[src/rtl/frac_ce_pkg.sv]
package frac_ce_pkg;

    localparam int CE_ADDR_W = 2;
    localparam int CE_DATA_W = 8;

    // register addresses
    localparam int ADR_MODE = 0;
    localparam int ADR_DIVA = 1;
    localparam int ADR_DIVB = 2;

    // field positions
    localparam int BIT_MSEL   = 0;
    localparam int BIT_SKIP23 = 0;
    localparam int BIT_SKIP12 = 1;
    localparam int BIT_SKIP13 = 0;

    localparam int S1_PERIOD = 3;
    localparam int S1_PH_W   = $clog2(S1_PERIOD);

    typedef struct packed {
        logic skip13;
        logic skip23;
        logic skip12;
    } div_cfg_t;

    typedef enum logic [1:0] {
        S1_THIRD,
        S1_TWO_THIRDS,
        S1_PASS
    } s1_mode_e;

    function automatic s1_mode_e s1_mode_of(div_cfg_t c);
        if (!c.skip13)      return S1_THIRD;
        else if (!c.skip23) return S1_TWO_THIRDS;
        else                return S1_PASS;
    endfunction

    // phase 0 is the first cycle after a boundary
    function automatic logic s1_keep(s1_mode_e m, logic [S1_PH_W-1:0] ph);
        case (m)
            S1_THIRD:      return ph == S1_PH_W'(S1_PERIOD - 1);
            S1_TWO_THIRDS: return ph != '0;
            default:       return 1'b1;
        endcase
    endfunction

endpackage

[src/rtl/frac_ce_regs.sv]
module frac_ce_regs
    import frac_ce_pkg::*;
#(
    parameter int AW = CE_ADDR_W,
    parameter int DW = CE_DATA_W
) (
    input  logic          clk,
    input  logic          rst,
    input  logic          wr_en,
    input  logic [AW-1:0] wr_addr,
    input  logic [DW-1:0] wr_data,
    input  logic          out_pulse,
    output div_cfg_t      active_o,
    output logic          apply_o,
    output logic          msel_o,
    output logic          mode_wr_o
);

    div_cfg_t shadow_q, active_q;
    logic     pending_q, msel_q;
    logic     wr_mode, wr_a, wr_b, apply;

    assign wr_mode = wr_en && (wr_addr == AW'(ADR_MODE));
    assign wr_a    = wr_en && (wr_addr == AW'(ADR_DIVA));
    assign wr_b    = wr_en && (wr_addr == AW'(ADR_DIVB));
    assign apply   = pending_q && out_pulse;

    always_ff @(posedge clk) begin
        if (rst) begin
            shadow_q  <= '0;
            active_q  <= '0;
            pending_q <= 1'b0;
            msel_q    <= 1'b0;
        end else begin
            if (wr_mode) msel_q <= wr_data[BIT_MSEL];
            if (wr_a) begin
                shadow_q.skip23 <= wr_data[BIT_SKIP23];
                shadow_q.skip12 <= wr_data[BIT_SKIP12];
            end
            if (wr_b) shadow_q.skip13 <= wr_data[BIT_SKIP13];
            pending_q <= (pending_q && !apply) || wr_a || wr_b;
            if (apply) active_q <= shadow_q;
        end
    end

    assign active_o  = active_q;
    assign apply_o   = apply;
    assign msel_o    = msel_q;
    assign mode_wr_o = wr_mode;


    cfg_hold_chk: assert property (@(posedge clk) disable iff (rst)
        !out_pulse |=> $stable(active_q));

endmodule

[src/rtl/frac_ce_stretch.sv]
module frac_ce_stretch #(
    parameter int CYC = 2
) (
    input  logic clk,
    input  logic rst,
    input  logic trig,
    output logic step_o
);

    localparam int W = $clog2(CYC + 1);

    logic [W-1:0] cnt_q;

    always_ff @(posedge clk) begin
        if (rst)               cnt_q <= '0;
        else if (trig)         cnt_q <= W'(CYC);
        else if (cnt_q != '0)  cnt_q <= cnt_q - 1'b1;
    end

    assign step_o = (cnt_q == '0);


    stall_after_trig_chk: assert property (@(posedge clk) disable iff (rst)
        trig |=> !step_o);

endmodule

[src/rtl/frac_ce_stage1.sv]
module frac_ce_stage1
    import frac_ce_pkg::*;
(
    input  logic     clk,
    input  logic     rst,
    input  logic     step,
    input  logic     restart,
    input  div_cfg_t cfg,
    output logic     p1_o
);

    logic [S1_PH_W-1:0] ph_q;
    s1_mode_e           mode;

    assign mode = s1_mode_of(cfg);
    assign p1_o = step && s1_keep(mode, ph_q);

    always_ff @(posedge clk) begin
        if (rst || restart) ph_q <= '0;
        else if (step)      ph_q <= (ph_q == S1_PH_W'(S1_PERIOD - 1)) ? '0 : ph_q + 1'b1;
    end


    third_gap_chk: assert property (@(posedge clk) disable iff (rst)
        (mode == S1_THIRD) && p1_o && !restart |=> !p1_o);

endmodule

[src/rtl/frac_ce_stage2.sv]
module frac_ce_stage2 (
    input  logic clk,
    input  logic rst,
    input  logic restart,
    input  logic bypass,
    input  logic p1,
    output logic p2_o
);

    logic odd_q;

    assign p2_o = bypass ? p1 : (p1 && odd_q);

    always_ff @(posedge clk) begin
        if (rst || restart) odd_q <= 1'b0;
        else if (p1)        odd_q <= !odd_q;
    end


    halve_gap_chk: assert property (@(posedge clk) disable iff (rst)
        !bypass && p2_o && !restart |=> !p2_o);

endmodule

[src/rtl/frac_ce_div.sv]
module frac_ce_div
    import frac_ce_pkg::*;
#(
    parameter int ADDR_W      = CE_ADDR_W,
    parameter int DATA_W      = CE_DATA_W,
    parameter int STRETCH_CYC = 2
) (
    input  logic              clk,
    input  logic              rst,
    input  logic              wr_en,
    input  logic [ADDR_W-1:0] wr_addr,
    input  logic [DATA_W-1:0] wr_data,
    output logic              ce_out,
    output logic              sel_err
);

    div_cfg_t cfg;
    logic     apply, msel, mode_wr, step, p1, p2, ce_q;

    frac_ce_regs #(.AW(ADDR_W), .DW(DATA_W)) u_regs (
        .clk(clk), .rst(rst), .wr_en(wr_en), .wr_addr(wr_addr),
        .wr_data(wr_data), .out_pulse(p2), .active_o(cfg),
        .apply_o(apply), .msel_o(msel), .mode_wr_o(mode_wr)
    );

    frac_ce_stretch #(.CYC(STRETCH_CYC)) u_stretch (
        .clk(clk), .rst(rst), .trig(mode_wr), .step_o(step)
    );

    frac_ce_stage1 u_s1 (
        .clk(clk), .rst(rst), .step(step), .restart(apply),
        .cfg(cfg), .p1_o(p1)
    );

    frac_ce_stage2 u_s2 (
        .clk(clk), .rst(rst), .restart(apply), .bypass(cfg.skip12),
        .p1(p1), .p2_o(p2)
    );

    always_ff @(posedge clk) begin
        if (rst) ce_q <= 1'b0;
        else     ce_q <= p2;
    end

    assign ce_out  = ce_q;
    assign sel_err = !msel;


    stretch_first_chk: assert property (@(posedge clk) disable iff (rst)
        mode_wr |=> ##1 !ce_out);


    stretch_second_chk: assert property (@(posedge clk) disable iff (rst)
        mode_wr |=> ##2 !ce_out);


    sel_err_track_chk: assert property (@(posedge clk) disable iff (rst)
        wr_en && (wr_addr == ADDR_W'(ADR_MODE)) |=> sel_err == !$past(wr_data[BIT_MSEL]));

endmodule

[config.mk]
export PLATFORM = sky130hd
export DESIGN_NAME = frac_ce_div
export DESIGN_NICKNAME = d
export VERILOG_FILES = /design/src/rtl/frac_ce_pkg.sv /design/src/rtl/frac_ce_regs.sv /design/src/rtl/frac_ce_stretch.sv /design/src/rtl/frac_ce_stage1.sv /design/src/rtl/frac_ce_stage2.sv /design/src/rtl/frac_ce_div.sv
export SDC_FILE = /design/constraint.sdc
export NUM_CORES = 1
export LEC_CHECK = 0
export BUFFER_PORTS_ARGS = -buffer_cell sky130_fd_sc_hd__buf_2
export CAP_MARGIN = 20
export CORE_MARGIN = 3
export CORE_UTILIZATION = 44
export CTS_CLUSTER_DIAMETER = 50
export CTS_CLUSTER_SIZE = 10
export DETAILED_ROUTE_END_ITERATION = 7
export MAX_ROUTING_LAYER = met4
export PLACE_DENSITY = 0.68
export SLEW_MARGIN = 20
export SYNTH_ARGS = -nofsm -noshare
export SYNTH_HDL_FRONTEND = slang
export SYNTH_SLANG_ARGS = --single-unit
[constraint.sdc]
create_clock -name clk -period 1.38 [get_ports clk]
set_input_delay 0.345 -clock clk [delete_from_list [all_inputs] [get_ports clk]]
set_output_delay 0.345 -clock clk [all_outputs]
set_load 0.02 [all_outputs]
==> out/metrics.cfg, run 1 <==
[run_status]
status=completed

[worst_setup_path]
r2r_end=u_regs.active_o[2]
worst_ep_required_time_ns=1.58
crit_start=u_s1.ph_q[0]
r2r_start=u_s1.ph_q[0]
crit_type=flop to flop
r2r_setup_slack_ns=0.08
crit_arrival_ns=1.51
ff2ff_path_depth=4
cp_max_fo=3
endpoint_kind=flop
critPathLaunchType=flop

[power_and_ir_drop]
vdd_drop_max_mv=0.539
power_uw=752
power_leakage_nw=0.304
power.density_nw_per_um2=994

[global_route]
grt_pass1_wl_um=1800
grt_max_degree=20
overflow=0
grt_pass1_vias=479
antenna_found_initial=0
grtUsageTotal=0.131

[die]
die_width_um=43.3
design.portCount=15
dieArea_sq_um=1870
initial_core_util=0.509
rows=12
coreArea_sq_um=1200
die_h_um=43.3

[synthesis]
yosys.area.top_type_share=0.458
synth-seq-cells=14
syn-mean-instance-area_sq_um=10.0
yosysUniqueCellTypes=20
ys_warn_count=0
synth_area_sq_um=612
synth_nets=74
synth_area_leaders=dfxtp_1, mux2i_1, nand2b_1
yosysSeqAreaShare=0.458
yosysTopAreaCell=dfxtp_1
synthCells=61

[final_layout]
fin_util=0.630
drive_gt1_frac=0.308
fin_nets=93
fin_cells=92
antenna_cells=0
area_growth_pct=23.7

[clock_tree]
cts_sinks=14
cts_made_buffers=3
clock_latency_ns=0.27
htree_levels=1
post_cts.repair.setup_buffers=0
cts_tree=done
cts-resized-gates=0
cts_buffer_depth=2
path_clk_slew_ns=0.07
postCtsHoldBufs=0
cts_root_buffer=clkbuf_4

[sta]
skew_ns=0.000593
period_share=0.943
fin_setup_tns_ns=0
setup_violations=0
worst_slack_ns=0.0781
rsz0062_at_grt=false
relSlewSlack=0.785
slew_viol_final=0
hold_viol=0
fmax_ghz=0.768
period_minus_slack_ns=1.30
worstMarginPinSlew_ns=0.322

[route]
dr.pass1.iters=4
vias=491
drt_iter0_markers=9
drc=0
wl_per_cell_um=11.1
routed_wl_um=1020
via_per_inst=5.34
ant_nets=0

[placed_design]
place_ws_ns=0.0323
dp_hpwl_um=768
place_inst=89
gp_congestion=0.615
port_buffers=8

[worst_hold_path]
hold_depth=3
min_to=u_regs.shadow_q[0]
min_from=wr_data[1]
holdCritPathClass=primary input to flop

[flow_run]
maxCapViolations=0

==> report_power, final <==
group          switching (mW)  internal (mW)  total, mW
sequential             0.0130          0.421      0.434
clock                   0.119          0.101      0.221
combinational          0.0452         0.0525     0.0977
total                   0.178          0.575      0.752
==> cell usage after synthesis <==
cell type,number
xor2_1,1
inv_1,2
nor2_1,6
nand3b_1,3
a211oi_1,1
or2_4,1
nor2b_1,1
dfxtp_1,14
nor4b_1,2
nor3b_1,1
o31ai_1,1
a211o_1,1
a2111oi_4,1
a21oi_1,4
nand2b_1,8
nor3_1,2
nor4_1,1
mux2i_1,8
clkbuf_1,2
o21ai_1,1
==> worst max-delay path, stage by stage (launching register included) <==
cell and delay [ns]:
dfxtp_1 0.34, nand2b_4 0.16, a2111oi_4 0.36, buf_4 0.19, mux2i_1 0.18
==> metal layers <==
layer | up-vias | track usage | routed length (um)
met5 | - | - | 0
met4 | 0 | 0.0904 | 33
met3 | 4 | 0.0254 | 57
met2 | 12 | 0.209 | 444
met1 | 224 | 0.145 | 481
li1 | 251 | - | -
==> area by class of cell <==
cell class              count  area (sq um)
well taps                  14          17.5
fillers                   109           444
multi-input cells          43           328
flip-flops and latches     14           282
repair buffers             16           100
inverters                   2          7.51
clock buffers               3          22.5
==> how the worst max path moves through the flow <==
| stage | end | slack (ns) | cells past startpoint |
|---|---|---|---|
| global placement | u_regs.active_o[2] | 0.08 | 4 |
| finish | u_regs.active_o[2] | 0.08 | 4 |
| detailed placement | u_regs.active_o[2] | 0.03 | 4 |
| global route | u_regs.active_o[2] | 0.007 | 4 |
| CTS | u_regs.active_o[2] | 0.01 | 4 |
| floorplan | u_regs.active_o[0] | 0.05 | 3 |
==> cell families after synthesis <==
| family | synth area share |
|---|---|
| multiplexers | 0.131 |
| buffers and inverters | 0.0245 |
| AO/OA/AOI/OAI | 0.125 |
| flip-flops | 0.458 |
| AND/OR/NAND/NOR | 0.247 |
| XOR/XNOR | 0.0143 |
==> sequential cells by signal, indices dropped and copies added (netlist names) <==
| register | count |
|---|---|
| ce_out | 1 |
| u_regs.active_o | 3 |
| u_regs.msel_o | 1 |
| u_regs.pending_q | 1 |
| u_regs.shadow_q | 3 |
| u_s1.ph_q | 2 |
| u_s2.odd_q | 1 |
| u_stretch.cnt_q | 2 |
==> layout by cell type (no fill, tap or decap) <==
cell type,n
inv_1,2
xor2_1,1
a2111oi_4,1
nand2b_1,7
clkbuf_4,3
nor3_1,2
nor2_1,6
nor4b_1,2
dfxtp_1,13
a21oi_1,4
or2_4,1
buf_2,8
nor4_1,1
nand3b_1,3
nor2b_1,1
o31ai_1,1
nor3b_1,1
a211o_1,1
a211oi_1,1
dfxtp_2,1
o21ai_2,1
buf_4,8
nand2b_4,1
mux2i_1,8
==> per-stage QoR <==
step | hold slack [ns] | cell area (sq um)
after floorplan | 0.447 | 612
after global placement | 0.463 | 722
after detailed placement | 0.467 | 722
after CTS | 0.299 | 744
after global routing | 0.332 | 757
final | 0.296 | 757
No activity file was read; power rests on OpenSTA's default activity.
==> inputs of run 2 (changes only) <==
--- a/config.mk
+++ b/config.mk
@@ -5,7 +5,7 @@
 export SDC_FILE = /design/constraint.sdc
 export NUM_CORES = 1
 export LEC_CHECK = 0
-export BUFFER_PORTS_ARGS = -buffer_cell sky130_fd_sc_hd__buf_2
+export BUFFER_PORTS_ARGS = -buffer_cell sky130_fd_sc_hd__clkbuf_2
 export CAP_MARGIN = 20
 export CORE_MARGIN = 3
 export CORE_UTILIZATION = 44
==> run 2 against run 1 <==
Effect of this change:
- flip-flop and latch count did not move
- final cell count rose by 1.1%
- die area did not move
- largest power group unchanged
- maximum frequency fell by 4.4%
- setup slack got worse by 0.060 ns
- register-to-register slack got worse by 0.06 ns
- routed wire length rose by 4.5%
- power rose by 8.2%
- count of clock-buffer cells in the layout rose by 1
- via count rose by 0.61%
- utilization rose by 0.52 points
==> out/metrics.cfg, run 2 (synthesis gave the netlist of run 1 again) <==
[global_route]
grtUsageTotal=0.125  ; was 0.131
grt_max_degree=20  ; unchanged
antenna_found_initial=0  ; unchanged
overflow=0  ; unchanged
grt_pass1_vias=441  ; was 479
grt_pass1_wl_um=1730  ; was 1800 um

[worst_setup_path]
endpoint_kind=flop  ; unchanged
crit_type=flop to flop  ; unchanged
r2r_end=u_regs.active_o[2]  ; unchanged
worst_ep_required_time_ns=1.58  ; about the same
ff2ff_path_depth=4  ; unchanged
cp_max_fo=3  ; unchanged
r2r_start=u_stretch.cnt_q[1]  ; was u_s1.ph_q[0]
cpPeakStageDelay_ns=0.35  ; was 0.36 ns
critPathLaunchType=flop  ; unchanged
slowest_stage=a2111oi_4  ; unchanged
r2r_setup_slack_ns=0.02  ; was 0.08 ns
crit_chain=or2_4 > a2111oi_4 > buf_4 > mux2i_1  ; was nand2b_4 > a2111oi_4 > buf_4 > mux2i_1
crit_arrival_ns=1.57  ; was 1.51 ns

[final_layout]
postLayoutCellArea_sq_um=763  ; was 757 sq um
mostFrequentLayoutCells=dfxtp_1, mux2i_1, nand2b_1, clkbuf_2, buf_4  ; was dfxtp_1, mux2i_1, buf_2, buf_4, nand2b_1
antenna_cells=0  ; unchanged
fin_nets=93  ; unchanged
final_common_cell=dfxtp_1  ; unchanged
drive_gt1_frac=0.304  ; was 0.308
multi_input_area_sq_um=320  ; was 328 sq um
regArea_sq_um=282  ; unchanged
area_growth_pct=24.7  ; was 23.7%
fill_cells=113  ; was 109

[sta]
relSlewSlack=0.776  ; was 0.785
hold_viol=0  ; unchanged
slew_viol_final=0  ; unchanged
rsz0062_at_grt=true  ; was false
fin_setup_tns_ns=0  ; unchanged
period_minus_slack_ns=1.36  ; was 1.30 ns
fmax_ghz=0.734  ; was 0.768 GHz
worst_slack_ns=0.0181  ; was 0.0781 ns
skew_ns=0.00129  ; was 0.000593 ns
worstMarginPinSlew_ns=0.335  ; was 0.322 ns
whs_ns=0.300  ; was 0.296 ns
period_share=0.987  ; was 0.943
setup_violations=0  ; unchanged

[clock_tree]
htree_levels=1  ; unchanged
clock_latency_ns=0.27  ; about the same
cts_made_buffers=3  ; unchanged
cts_buffer_depth=2  ; unchanged
postCtsHoldBufs=0  ; unchanged
cts_tree=done  ; unchanged
cts_sinks=14  ; unchanged
path_clk_slew_ns=0.08  ; was 0.07 ns
cts_root_buffer=clkbuf_4  ; unchanged

[worst_hold_path]
min_to=u_regs.shadow_q[0]  ; unchanged
holdCritPathClass=primary input to flop  ; unchanged
hold_depth=3  ; unchanged
min_from=wr_data[1]  ; unchanged

[route]
dr.pass1.iters=3  ; was 4
wl_per_cell_um=11.4  ; was 11.1 um
via_per_inst=5.31  ; was 5.34
drt_iter0_markers=7  ; was 9
ant_nets=0  ; unchanged
routed_wl_um=1060  ; was 1020 um
vias=494  ; was 491
drc=0  ; unchanged

[power_and_ir_drop]
power.density_nw_per_um2=1070  ; was 994 nW/um^2
power_leakage_nw=0.310  ; was 0.304 nW
power_uw=814  ; was 752 uW
vdd_drop_max_mv=0.598  ; was 0.539 mV

[die]
die_width_um=43.3  ; unchanged
coreArea_sq_um=1200  ; unchanged
die_h_um=43.3  ; unchanged
rows=12  ; unchanged
dieArea_sq_um=1870  ; unchanged
design.portCount=15  ; unchanged
initial_core_util=0.509  ; unchanged

[placed_design]
port_buffers=8  ; unchanged
dp_hpwl_um=803  ; was 768 um
dpl-instance-area_sq_um=722  ; unchanged
place_ws_ns=0.0278  ; was 0.0323 ns
gp_congestion=0.615  ; about the same

[flow_run]
maxCapViolations=0  ; unchanged

[run_status]
status=completed  ; unchanged

==> run 2: timing repair <==
item                                   in CTS  in global routing
gates resized for setup                     0                  2
buffers inserted                            0                  0
endpoints found under the hold margin       0                  0
setup endpoints to repair                   0                  3
==> run 2: worst max path at each step <==
stage	from	cells past startpoint	end
after floorplan	u_stretch.cnt_q[1]	3	u_regs.active_o[0]
after CTS	u_s1.ph_q[0]	4	u_regs.active_o[2]
after global routing	u_stretch.cnt_q[1]	4	u_regs.active_o[2]
after global placement	u_stretch.cnt_q[1]	4	u_regs.active_o[2]
after detailed placement	u_stretch.cnt_q[1]	4	u_regs.active_o[2]
final	u_stretch.cnt_q[1]	4	u_regs.active_o[2]
==> run 2: per-layer routing <==
layer  vias up  part of all wire  track usage
met5         -                 0            -
met4         0            0.0066       0.0542
met3         2             0.040       0.0381
met2         7              0.50        0.189
met1       232              0.45        0.152
li1        253                 -            -
==> run 2: stage by stage <==
| step | utilization | std cells |
|---|---|---|
| after floorplan | - | 61 |
| after global placement | 0.601 | 89 |
| after detailed placement | 0.601 | 89 |
| after CTS | 0.631 | 93 |
| after global routing | 0.635 | 93 |
| final | 0.635 | 93 |
==> run 2: final cells by class <==
cell class / instances / area share
clock buffers: 4 / 0.0475
inverters: 2 / 0.00984
multi-input cells: 43 / 0.420
flip-flops and latches: 14 / 0.369
well taps: 14 / 0.0230
repair buffers: 16 / 0.131
==> run 2: critical path: cells and delay by family, from the launching register on <==
| family | cells | cell delay [ns] |
|---|---|---|
| AND/OR/NAND/NOR | 1 | 0.26 |
| AO/OA/AOI/OAI | 1 | 0.35 |
| flip-flops | 1 | 0.32 |
| buffers and inverters | 1 | 0.19 |
| multiplexers | 1 | 0.17 |
==> run 2: power breakdown <==
group | switching, mW | total [mW] | internal [mW]
clock network | 0.126 | 0.286 | 0.160
logic | 0.0459 | 0.0949 | 0.0491
registers | 0.0123 | 0.433 | 0.421
total | 0.184 | 0.814 | 0.630
==> inputs of run 3 (changes only) <==
--- a/config.mk
+++ b/config.mk
@@ -9,6 +9,7 @@
 export CAP_MARGIN = 20
 export CORE_MARGIN = 3
 export CORE_UTILIZATION = 44
+export CTS_BUF_LIST = sky130_fd_sc_hd__clkbuf_16
 export CTS_CLUSTER_DIAMETER = 50
 export CTS_CLUSTER_SIZE = 10
 export DETAILED_ROUTE_END_ITERATION = 7
==> run 3 against run 2 <==
Effect of this change:
- global-route usage increased by 1.2 points
- first-iteration DRC count increased by 43%
- critical path depth unchanged
- non-clock buffer count unchanged
- register-to-register slack about the same
- die area unchanged
- sequential power about the same
- via count decreased by 1.6%
- power increased by 31%
- final cell count unchanged
- worst hold slack improved by 0.036 ns
- count of clock-buffer cells in the layout decreased by 1
- largest power group is now clock
==> out/metrics.cfg, run 3 (synthesis gave the netlist of run 1 again) <==
[run_status]
status=completed  ; unchanged

[sta]
skew_ns=0.00151  ; was 0.00129 ns
slew_viol_final=0  ; unchanged
period_minus_slack_ns=1.35  ; was 1.36 ns
hold_viol=0  ; unchanged
fmax_ghz=0.739  ; was 0.734 GHz
period_share=0.981  ; was 0.987
fin_setup_tns_ns=0  ; unchanged
relSlewSlack=0.776  ; about the same
worstMarginPinSlew_ns=0.335  ; about the same
rsz0062_at_grt=true  ; unchanged
setup_violations=0  ; unchanged

[clock_tree]
htree_levels=1  ; unchanged
postCtsHoldBufs=0  ; unchanged
clock_latency_ns=0.24  ; was 0.27 ns
cts_buffer_depth=2  ; unchanged
post_cts.repair.setup_buffers=0  ; unchanged
cts_made_buffers=3  ; unchanged
cts_tree=done  ; unchanged
cts_root_buffer=clkbuf_16  ; was clkbuf_4
cts_sinks=14  ; unchanged
path_clk_slew_ns=0.05  ; was 0.08 ns

[route]
via_per_inst=5.23  ; was 5.31
routed_wl_um=1070  ; was 1060 um
dr.pass1.iters=3  ; unchanged
vias=486  ; was 494
wl_per_cell_um=11.5  ; was 11.4 um
ant_nets=0  ; unchanged
drc=0  ; unchanged
drt_iter0_markers=10  ; was 7

[placed_design]
gp_congestion=0.615  ; unchanged
dp_hpwl_um=803  ; unchanged
dpl-instance-area_sq_um=722  ; unchanged
port_buffers=8  ; unchanged
place_inst=89  ; unchanged

[worst_setup_path]
critPathLaunchType=flop  ; unchanged
endpoint=u_regs.active_o[2]  ; unchanged
crit_type=flop to flop  ; unchanged
cp_max_fo=3  ; unchanged
crit_start=u_stretch.cnt_q[0]  ; was u_stretch.cnt_q[1]
crit_arrival_ns=1.52  ; was 1.57 ns
worst_ep_required_time_ns=1.55  ; was 1.58 ns
r2r_end=u_regs.active_o[2]  ; unchanged
endpoint_kind=flop  ; unchanged
r2r_start=u_stretch.cnt_q[0]  ; was u_stretch.cnt_q[1]
ff2ff_path_depth=4  ; unchanged
r2r_setup_slack_ns=0.03  ; was 0.02 ns

[die]
die_h_um=43.3  ; unchanged
initial_core_util=0.509  ; unchanged
die_width_um=43.3  ; unchanged
design.portCount=15  ; unchanged
rows=12  ; unchanged
dieArea_sq_um=1870  ; unchanged
coreArea_sq_um=1200  ; unchanged

[final_layout]
mostFrequentLayoutCells=dfxtp_1, mux2i_1, nand2b_1, clkbuf_2, buf_4  ; unchanged
fin_cells=93  ; unchanged
fin_nets=93  ; unchanged
antenna_cells=0  ; unchanged
final_common_cell=dfxtp_1  ; unchanged
drive_gt1_frac=0.291  ; was 0.304
area_growth_pct=31.7  ; was 24.7%
postLayoutCellArea_sq_um=806  ; was 763 sq um
fin_util=0.671  ; was 0.635

[global_route]
grtUsageTotal=0.137  ; was 0.125
antenna_found_initial=0  ; unchanged
overflow=0  ; unchanged
grt_max_degree=20  ; unchanged
grt_pass1_vias=462  ; was 441
grt_pass1_wl_um=1890  ; was 1730 um

[power_and_ir_drop]
power_mw=1.07  ; was 814 uW
vdd_drop_max_mv=0.727  ; was 0.598 mV
power.density_nw_per_um2=1320  ; was 1070 nW/um^2
power_leakage_nw=0.327  ; was 0.310 nW

[flow_run]
maxCapViolations=0  ; unchanged

[worst_hold_path]
hold_depth=3  ; unchanged
holdCritPathClass=primary input to flop  ; unchanged

==> run 3: worst max-delay path, stage by stage, from the launching register on <==
cell and delay (ns):
dfxtp_2 0.31, or2_4 0.26, a2111oi_4 0.36, buf_4 0.19, mux2i_1 0.17
==> run 3: how the worst min path moves through the flow <==
stage / startpoint / to
after floorplan: u_regs.active_o[2] / u_regs.active_o[2]
after global placement: u_regs.shadow_q[0] / u_regs.active_o[0]
after detailed placement: u_regs.shadow_q[1] / u_regs.active_o[1]
after CTS: wr_data[1] / u_regs.shadow_q[0]
after global routing: wr_data[1] / u_regs.shadow_q[0]
final: wr_data[1] / u_regs.shadow_q[0]
==> run 3: metal layers <==
layer | vias to the layer above | part of all wire | GRT usage
li1 | 257 | - | -
met1 | 220 | 0.49 | 0.168
met2 | 7 | 0.47 | 0.204
met3 | 2 | 0.038 | 0.0381
met4 | 0 | 0.0066 | 0.0723
met5 | - | 0 | -
==> run 3: repair_timing <==
item                       4_1_cts  5_1_grt
setup endpoints to repair        0        3
resized for setup                0        2
hold endpoints to repair         0        0
==> run 3: power breakdown <==
group | total, mW | switching [mW] | internal [mW]
clock | 0.535 | 0.154 | 0.382
combinational | 0.0952 | 0.0462 | 0.0490
sequential | 0.435 | 0.0127 | 0.423
total | 1.07 | 0.213 | 0.854
==> run 3: layout make-up <==
cell class	instances	area, sq um
fillers	101	395
well taps	14	17.5
flip-flops and latches	14	282
clock buffers	3	75.1
inverters	2	7.51
repair buffers	16	100
clock inverters	1	3.75
multi-input cells	43	320
==> run 3: through the flow <==
| step | hold slack (ns) | setup WS (ns) |
|---|---|---|
| 4_1_cts | 0.339 | 0.00158 |
| 5_1_grt | 0.372 | -0.0476 |
| 3_3_place_gp | 0.463 | 0.0806 |
| 6_report | 0.336 | 0.0268 |
| 3_5_place_dp | 0.471 | 0.0278 |
| 2_1_floorplan | 0.447 | 0.0513 |
